### config.mk
export PLATFORM = sky130hd
export DESIGN_NAME = duart_sleep_ctrl
export DESIGN_NICKNAME = d
export VERILOG_FILES = /design/src/rtl/duart_slp_pkg.sv /design/src/rtl/dslp_sync.sv /design/src/rtl/dslp_wake.sv /design/src/rtl/dslp_fsm.sv /design/src/rtl/duart_sleep_ctrl.sv
export SDC_FILE = /design/constraint.sdc
export NUM_CORES = 1
export LEC_CHECK = 0
export BUFFER_PORTS_ARGS = -buffer_cell sky130_fd_sc_hd__clkbuf_2
export CORE_ASPECT_RATIO = 1.4
export CORE_MARGIN = 4
export CORE_UTILIZATION = 45
export DETAILED_ROUTE_END_ITERATION = 12
export PLACE_DENSITY = 0.71
export SLEW_MARGIN = 20
export SYNTH_ARGS = -nofsm -noshare
export SYNTH_HDL_FRONTEND = slang
export SYNTH_SLANG_ARGS = --single-unit
### constraint.sdc
create_clock -name clk -period 3.9 [get_ports clk]
set_input_delay 0.39 -clock clk [delete_from_list [all_inputs] [get_ports clk]]
set_output_delay 0.39 -clock clk [all_outputs]
set_load 0.05 [all_outputs]
### src/rtl/duart_slp_pkg.sv
package duart_slp_pkg;
    typedef enum logic [1:0] {
        ST_RUN   = 2'd0,
        ST_QUAL  = 2'd1,
        ST_SLEEP = 2'd2,
        ST_WARM  = 2'd3
    } slp_state_t;
endpackage

### src/rtl/dslp_sync.sv
module dslp_sync #(
    parameter int          W       = 1,
    parameter logic        RST_VAL = 1'b0
) (
    input  logic         clk,
    input  logic         rst_n,
    input  logic [W-1:0] d,
    output logic [W-1:0] q
);
    logic [W-1:0] meta_q;

    always_ff @(posedge clk or negedge rst_n) begin
        if (!rst_n) begin
            meta_q <= {W{RST_VAL}};
            q      <= {W{RST_VAL}};
        end else begin
            meta_q <= d;
            q      <= meta_q;
        end
    end
endmodule

### src/rtl/dslp_wake.sv
module dslp_wake #(
    parameter int NCH = 2,
    parameter int MW  = 4
) (
    input  logic              clk,
    input  logic              rst_n,
    input  logic [NCH-1:0]    rx_raw,
    input  logic [NCH*MW-1:0] modem_raw,
    input  logic [NCH-1:0]    tx_wr,
    input  logic [NCH-1:0]    msr_rd,
    output logic              rx_idle,
    output logic              wake_evt,
    output logic [NCH*MW-1:0] mdelta
);
    localparam int MT = NCH * MW;

    logic [NCH-1:0] rx_cur, rx_prev;
    logic [MT-1:0]  md_cur, md_prev;
    logic [MT-1:0]  md_change, md_clear;
    logic [1:0]     arm_cnt;
    logic           armed;
    logic           rx_fall;

    dslp_sync #(.W(NCH), .RST_VAL(1'b1)) u_rx_sync (
        .clk(clk), .rst_n(rst_n), .d(rx_raw), .q(rx_cur)
    );

    dslp_sync #(.W(MT), .RST_VAL(1'b0)) u_md_sync (
        .clk(clk), .rst_n(rst_n), .d(modem_raw), .q(md_cur)
    );

    always_ff @(posedge clk or negedge rst_n) begin
        if (!rst_n) begin
            rx_prev <= '1;
            md_prev <= '0;
            arm_cnt <= '0;
        end else begin
            rx_prev <= rx_cur;
            md_prev <= md_cur;
            if (arm_cnt != 2'd3) arm_cnt <= arm_cnt + 2'd1;
        end
    end

    assign armed = (arm_cnt == 2'd3);

    generate
        for (genvar c = 0; c < NCH; c++) begin : g_clr
            assign md_clear[c*MW +: MW] = {MW{msr_rd[c]}};
        end
    endgenerate

    assign md_change = armed ? (md_cur ^ md_prev) : '0;
    assign rx_fall   = armed & |(rx_prev & ~rx_cur);

    always_ff @(posedge clk or negedge rst_n) begin
        if (!rst_n) mdelta <= '0;
        else        mdelta <= (mdelta & ~md_clear) | md_change;
    end

    assign rx_idle  = &rx_cur;
    assign wake_evt = rx_fall | (|tx_wr) | (|md_change);
endmodule

### src/rtl/dslp_fsm.sv
module dslp_fsm
    import duart_slp_pkg::*;
#(
    parameter int QUAL_CYC    = 4,
    parameter int STARTUP_CYC = 1024
) (
    input  logic clk,
    input  logic rst_n,
    input  logic entry_ok,
    input  logic wake_evt,
    output logic osc_en,
    output logic clk_ready,
    output logic asleep
);
    localparam int MAXC = (QUAL_CYC > STARTUP_CYC) ? QUAL_CYC : STARTUP_CYC;
    localparam int CW   = $clog2(MAXC + 1);
    localparam logic [CW-1:0] QUAL_LAST = CW'(QUAL_CYC - 1);
    localparam logic [CW-1:0] WARM_LAST = CW'(STARTUP_CYC - 1);

    slp_state_t    state_q, state_d;
    logic [CW-1:0] cnt_q, cnt_d;
    logic          go;

    assign go = entry_ok & ~wake_evt;

    always_ff @(posedge clk or negedge rst_n) begin
        if (!rst_n) begin
            state_q <= ST_RUN;
            cnt_q   <= '0;
        end else begin
            state_q <= state_d;
            cnt_q   <= cnt_d;
        end
    end

    always_comb begin
        state_d = state_q;
        cnt_d   = cnt_q;
        unique case (state_q)
            ST_RUN: begin
                cnt_d = '0;
                if (go) state_d = ST_QUAL;
            end
            ST_QUAL: begin
                if (!go) begin
                    state_d = ST_RUN;
                    cnt_d   = '0;
                end else if (cnt_q == QUAL_LAST) begin
                    state_d = ST_SLEEP;
                    cnt_d   = '0;
                end else begin
                    cnt_d = cnt_q + 1'b1;
                end
            end
            ST_SLEEP: begin
                cnt_d = '0;
                if (!go) state_d = ST_WARM;
            end
            ST_WARM: begin
                if (cnt_q == WARM_LAST) begin
                    state_d = ST_RUN;
                    cnt_d   = '0;
                end else begin
                    cnt_d = cnt_q + 1'b1;
                end
            end
        endcase
    end

    always_comb begin
        osc_en    = 1'b1;
        clk_ready = 1'b1;
        asleep    = 1'b0;
        unique case (state_q)
            ST_RUN, ST_QUAL: ;
            ST_SLEEP: begin
                osc_en    = 1'b0;
                clk_ready = 1'b0;
                asleep    = 1'b1;
            end
            ST_WARM: clk_ready = 1'b0;
        endcase
    end
endmodule

### src/rtl/duart_sleep_ctrl.sv
module duart_sleep_ctrl #(
    parameter int NCH         = 2,
    parameter int MW          = 4,
    parameter int QUAL_CYC    = 4,
    parameter int STARTUP_CYC = 1024
) (
    input  logic              clk,
    input  logic              rst_n,
    input  logic [NCH-1:0]    irq_none,
    input  logic [NCH-1:0]    sleep_en,
    input  logic [NCH-1:0]    rx,
    input  logic [NCH*MW-1:0] modem_in,
    input  logic [NCH-1:0]    tx_wr,
    input  logic [NCH-1:0]    msr_rd,
    output logic              osc_en,
    output logic              clk_ready,
    output logic              asleep,
    output logic [NCH*MW-1:0] mdelta
);
    logic rx_idle, wake_evt, entry_ok;

    dslp_wake #(.NCH(NCH), .MW(MW)) u_wake (
        .clk(clk), .rst_n(rst_n), .rx_raw(rx), .modem_raw(modem_in),
        .tx_wr(tx_wr), .msr_rd(msr_rd), .rx_idle(rx_idle),
        .wake_evt(wake_evt), .mdelta(mdelta)
    );

    assign entry_ok = (&irq_none) & (&sleep_en) & ~(|mdelta) & rx_idle;

    dslp_fsm #(.QUAL_CYC(QUAL_CYC), .STARTUP_CYC(STARTUP_CYC)) u_fsm (
        .clk(clk), .rst_n(rst_n), .entry_ok(entry_ok), .wake_evt(wake_evt),
        .osc_en(osc_en), .clk_ready(clk_ready), .asleep(asleep)
    );
endmodule

==> key figures <==
Outcome
  – Status: finished, final reports clean

Critical path
  – FF-to-FF path depth: 6
  – Top delay family on crit path: simple AND/OR/NAND/NOR gates
  – Critical path class: reg -> reg
  – CP Data Required Time: 4.09 ns
  – Crit start category: register
  – Reg2reg end: u_fsm.cnt_q[10]
  – Max FO, Critical Path: 10
  – Register-to-register setup slack: 1.71 ns
  – CP cell instances: ha_1, or4b_2, nor4_4, nor4bb_1, a21oi_4, nor2_1
  – Worst path max stage delay: 0.65 ns
  – Worst path bufs/invs: 0
  – Critical path endpoint category: register
  – Critical Path AT: 2.37 ns
  – Crit Reg-Reg Startpoint: u_fsm.cnt_q[0]
  – Slowest CP cell: or4b_2

Yosys
  – Synth warn: 0
  – Yosys reg bits: 53
  – Area of the mapped netlist: 2010 um2
  – Net Count, Synth: 177
  – Post-synthesis cell count: 155
  – Yosys cell types: 34
  – Syn avg cell area: 13.0 um2
  – Seq/Total Area, Yosys: 0.664

Route
  – Final ANT Viol Nets: 0
  – Post-Route WL: 3.38 mm
  – DR iter-0 viols: 34
  – Vias per cell: 4.87
  – Drt wl/cell: 13.3 um
  – Residual DRC: 0
  – First-pass detailed-route iteration total: 4
  – Total number of vias: 1,236

Floorplan
  – Die area: 5610 um2
  – Die W: 64.5 um
  – Die height: 87.1 um
  – Initial core utilization: 0.470
  – Number of cell rows: 28
  – Core Region: 4270 um2
  – # IOs: 31

Timing
  – Max Slew Vio Count: 0
  – Setup Skew: 0.00819 ns
  – RSZ-0062 raised after global routing: no
  – Fmax: 0.457 GHz
  – Period minus WS final: 2.19 ns
  – Final worst slack: 1.71 ns
  – Worst-Margin Slew: 0.669 ns
  – Setup violations, final: 0
  – Fin crit share: 0.561
  – Endpoints failing hold: 0
  – Slew margin rel.: 0.550
  – Setup TNS: 0 ns

Clock tree
  – Clk buf depth: 2
  – CTS clock-pin slew for the worst setup and hold paths: 0.10 ns
  – CTS root buf: clkbuf_8
  – Clk_lat worst skew: 0.31 ns
  – Max H-tree Level: 2
  – CTS sink cnt: 53
  – CTS tree: built
  – Setup Fix Bufs, Post-CTS: 0
  – CTS Buf Count: 5

Layout
  – Design Area, Final: 2350 um2
  – Layout cells sized above 1: 0.284
  – Diodes inserted: 0
  – Nets: 215
  – Area of the multi-input gates: 627 um2
  – Layout Utilization: 0.549
  – Area Overhead vs Synth: 16.7%
  – Filler cells: 377
  – Register Area: 1330 um2

Worst hold path
  – Worst hold path class: in -> reg
  – Hold Crit Endpoint: u_wake.u_rx_sync.meta_q[1]
  – Hold Path Cell Cnt: 1
  – HP Start: rx[1]

Global routing
  – Antenna violations before repair: 0
  – Grt total ovfl: 0
  – Vias in the first global route: 1,333
  – Largest net degree at the start of global routing: 38
  – Gr usage total: 0.138
  – First-pass GRT wire length: 5.95 mm

Placement
  – Final Wtd Congestion: 0.731
  – Pre-CTS setup slack: 1.76 ns
  – Port Buf Inserts: 30
  – DP HPWL: 2.54 mm
  – Placed Area: 2240 um2

Power
  – Power per cell area: 430 nW/um2
  – Leakage: 1.12 nW
  – VDD IR max: 247 uV

Run
  – Maxcap violations: 0
==> cell usage after synthesis <==
master / n / area (um2)
nand3_1: 5 / 25.0
inv_1: 12 / 45.0
o41ai_4: 1 / 27.5
nor4b_1: 1 / 8.76
and3_1: 2 / 12.5
a41o_2: 1 / 11.3
o21ai_0: 9 / 45.0
or4_4: 1 / 11.3
nor2_1: 13 / 48.8
dfstp_2: 6 / 158
xnor2_1: 4 / 35.0
or4b_2: 1 / 10.0
or4_1: 1 / 7.51
ha_1: 2 / 25.0
o22ai_1: 1 / 6.26
a21oi_1: 2 / 10.0
mux2i_1: 1 / 10.0
clkbuf_1: 1 / 3.75
nor2b_1: 3 / 18.8
and4b_1: 1 / 10.0
dfrtp_1: 47 / 1180
nor2b_2: 1 / 8.76
nand2b_1: 1 / 6.26
xor2_1: 13 / 114
a21oi_2: 1 / 8.76
nor4_4: 1 / 21.3
nor4_1: 2 / 12.5
a21oi_4: 1 / 16.3
nand2_1: 13 / 48.8
a311oi_2: 1 / 15.0
o31a_1: 1 / 8.76
nand4_1: 2 / 12.5
nor4bb_1: 2 / 20.0
mux2_2: 1 / 11.3
==> worst max-delay path by stage <==
stage,startpoint,end,slack [ns],cells after the start
6_report,u_fsm.cnt_q[0],u_fsm.cnt_q[10],1.71,6
4_1_cts,u_fsm.cnt_q[0],u_fsm.cnt_q[10],1.70,6
2_1_floorplan,u_fsm.cnt_q[0],u_fsm.cnt_q[10],1.95,6
5_1_grt,u_fsm.cnt_q[0],u_fsm.cnt_q[10],1.57,6
3_3_place_gp,u_fsm.cnt_q[0],u_fsm.cnt_q[9],1.86,6
3_5_place_dp,u_fsm.cnt_q[0],u_fsm.cnt_q[10],1.76,6
==> repair_timing <==
| item | 4_1_cts | 5_1_grt |
|---|---|---|
| endpoints found under the setup margin | 0 | 0 |
| hold buffers | 1 | 0 |
| endpoints found under the hold margin | 16 | 0 |
| resized for setup | 0 | 0 |
==> sequential cells by signal, indices dropped and copies added (netlist names), named ones only <==
name	count
u_fsm.cnt_q	11
u_wake.md_prev	8
u_wake.mdelta	8
u_wake.u_md_sync.meta_q	8
u_wake.u_md_sync.q	8
u_wake.arm_cnt	2
u_wake.rx_prev	2
u_wake.u_rx_sync.meta_q	2
u_wake.u_rx_sync.q	2
u_fsm.state_q	1
==> per-stage QoR <==
stage                     total power [W]  instances  hold WS [ns]
after floorplan                  0.000655        155        0.0944
after global placement           0.000690        245         0.311
after detailed placement         0.000695        245         0.332
after CTS                         0.00102        254         0.158
after global routing              0.00105        254         0.142
final                             0.00101        254         0.167
==> cells in the final DEF (no fill, tap or decap), drive strengths merged, types with 3 or more instances in the layout <==
| master | count |
|---|---|
| dfrtp | 47 |
| inv | 14 |
| o21ai | 9 |
| a21oi | 4 |
| nand3 | 5 |
| nor2 | 13 |
| clkbuf | 35 |
| nor4 | 3 |
| xnor2 | 4 |
| dfstp | 6 |
| xor2 | 13 |
| nor2b | 4 |
| nand2 | 13 |
==> metal layers <==
layer,GRT usage,part of all wire
met1,0.158,0.39
met2,0.241,0.54
met3,0.0426,0.053
met4,0.0538,0.020
met5,0,0
==> logic make-up after synthesis <==
group	Yosys count	synth area share
multiplexers	2	0.0106
AND/OR/NAND/NOR	50	0.141
flip-flops	53	0.664
buffers and inverters	13	0.0243
adder cells (fa/ha/maj)	2	0.0125
AO/OA/AOI/OAI	18	0.0741
XOR/XNOR	17	0.0741
==> cell type report <==
| type | count | area share |
|---|---|---|
| clock buffer | 5 | 0.0293 |
| clock inverter | 3 | 0.0123 |
| inverter | 12 | 0.0192 |
| multi-input combinational | 89 | 0.267 |
| sequential | 53 | 0.569 |
| tap | 60 | 0.0320 |
| timing repair buffer | 32 | 0.0715 |
==> report_power, final <==
group          leakage, nW  switching [W]  internal (W)
registers            0.628      0.0000148      0.000577
clock network       0.0506       0.000192      0.000134
logic                0.441      0.0000655     0.0000257
total                 1.12       0.000272      0.000737
Note: power is estimated with default switching activity, not from simulation.
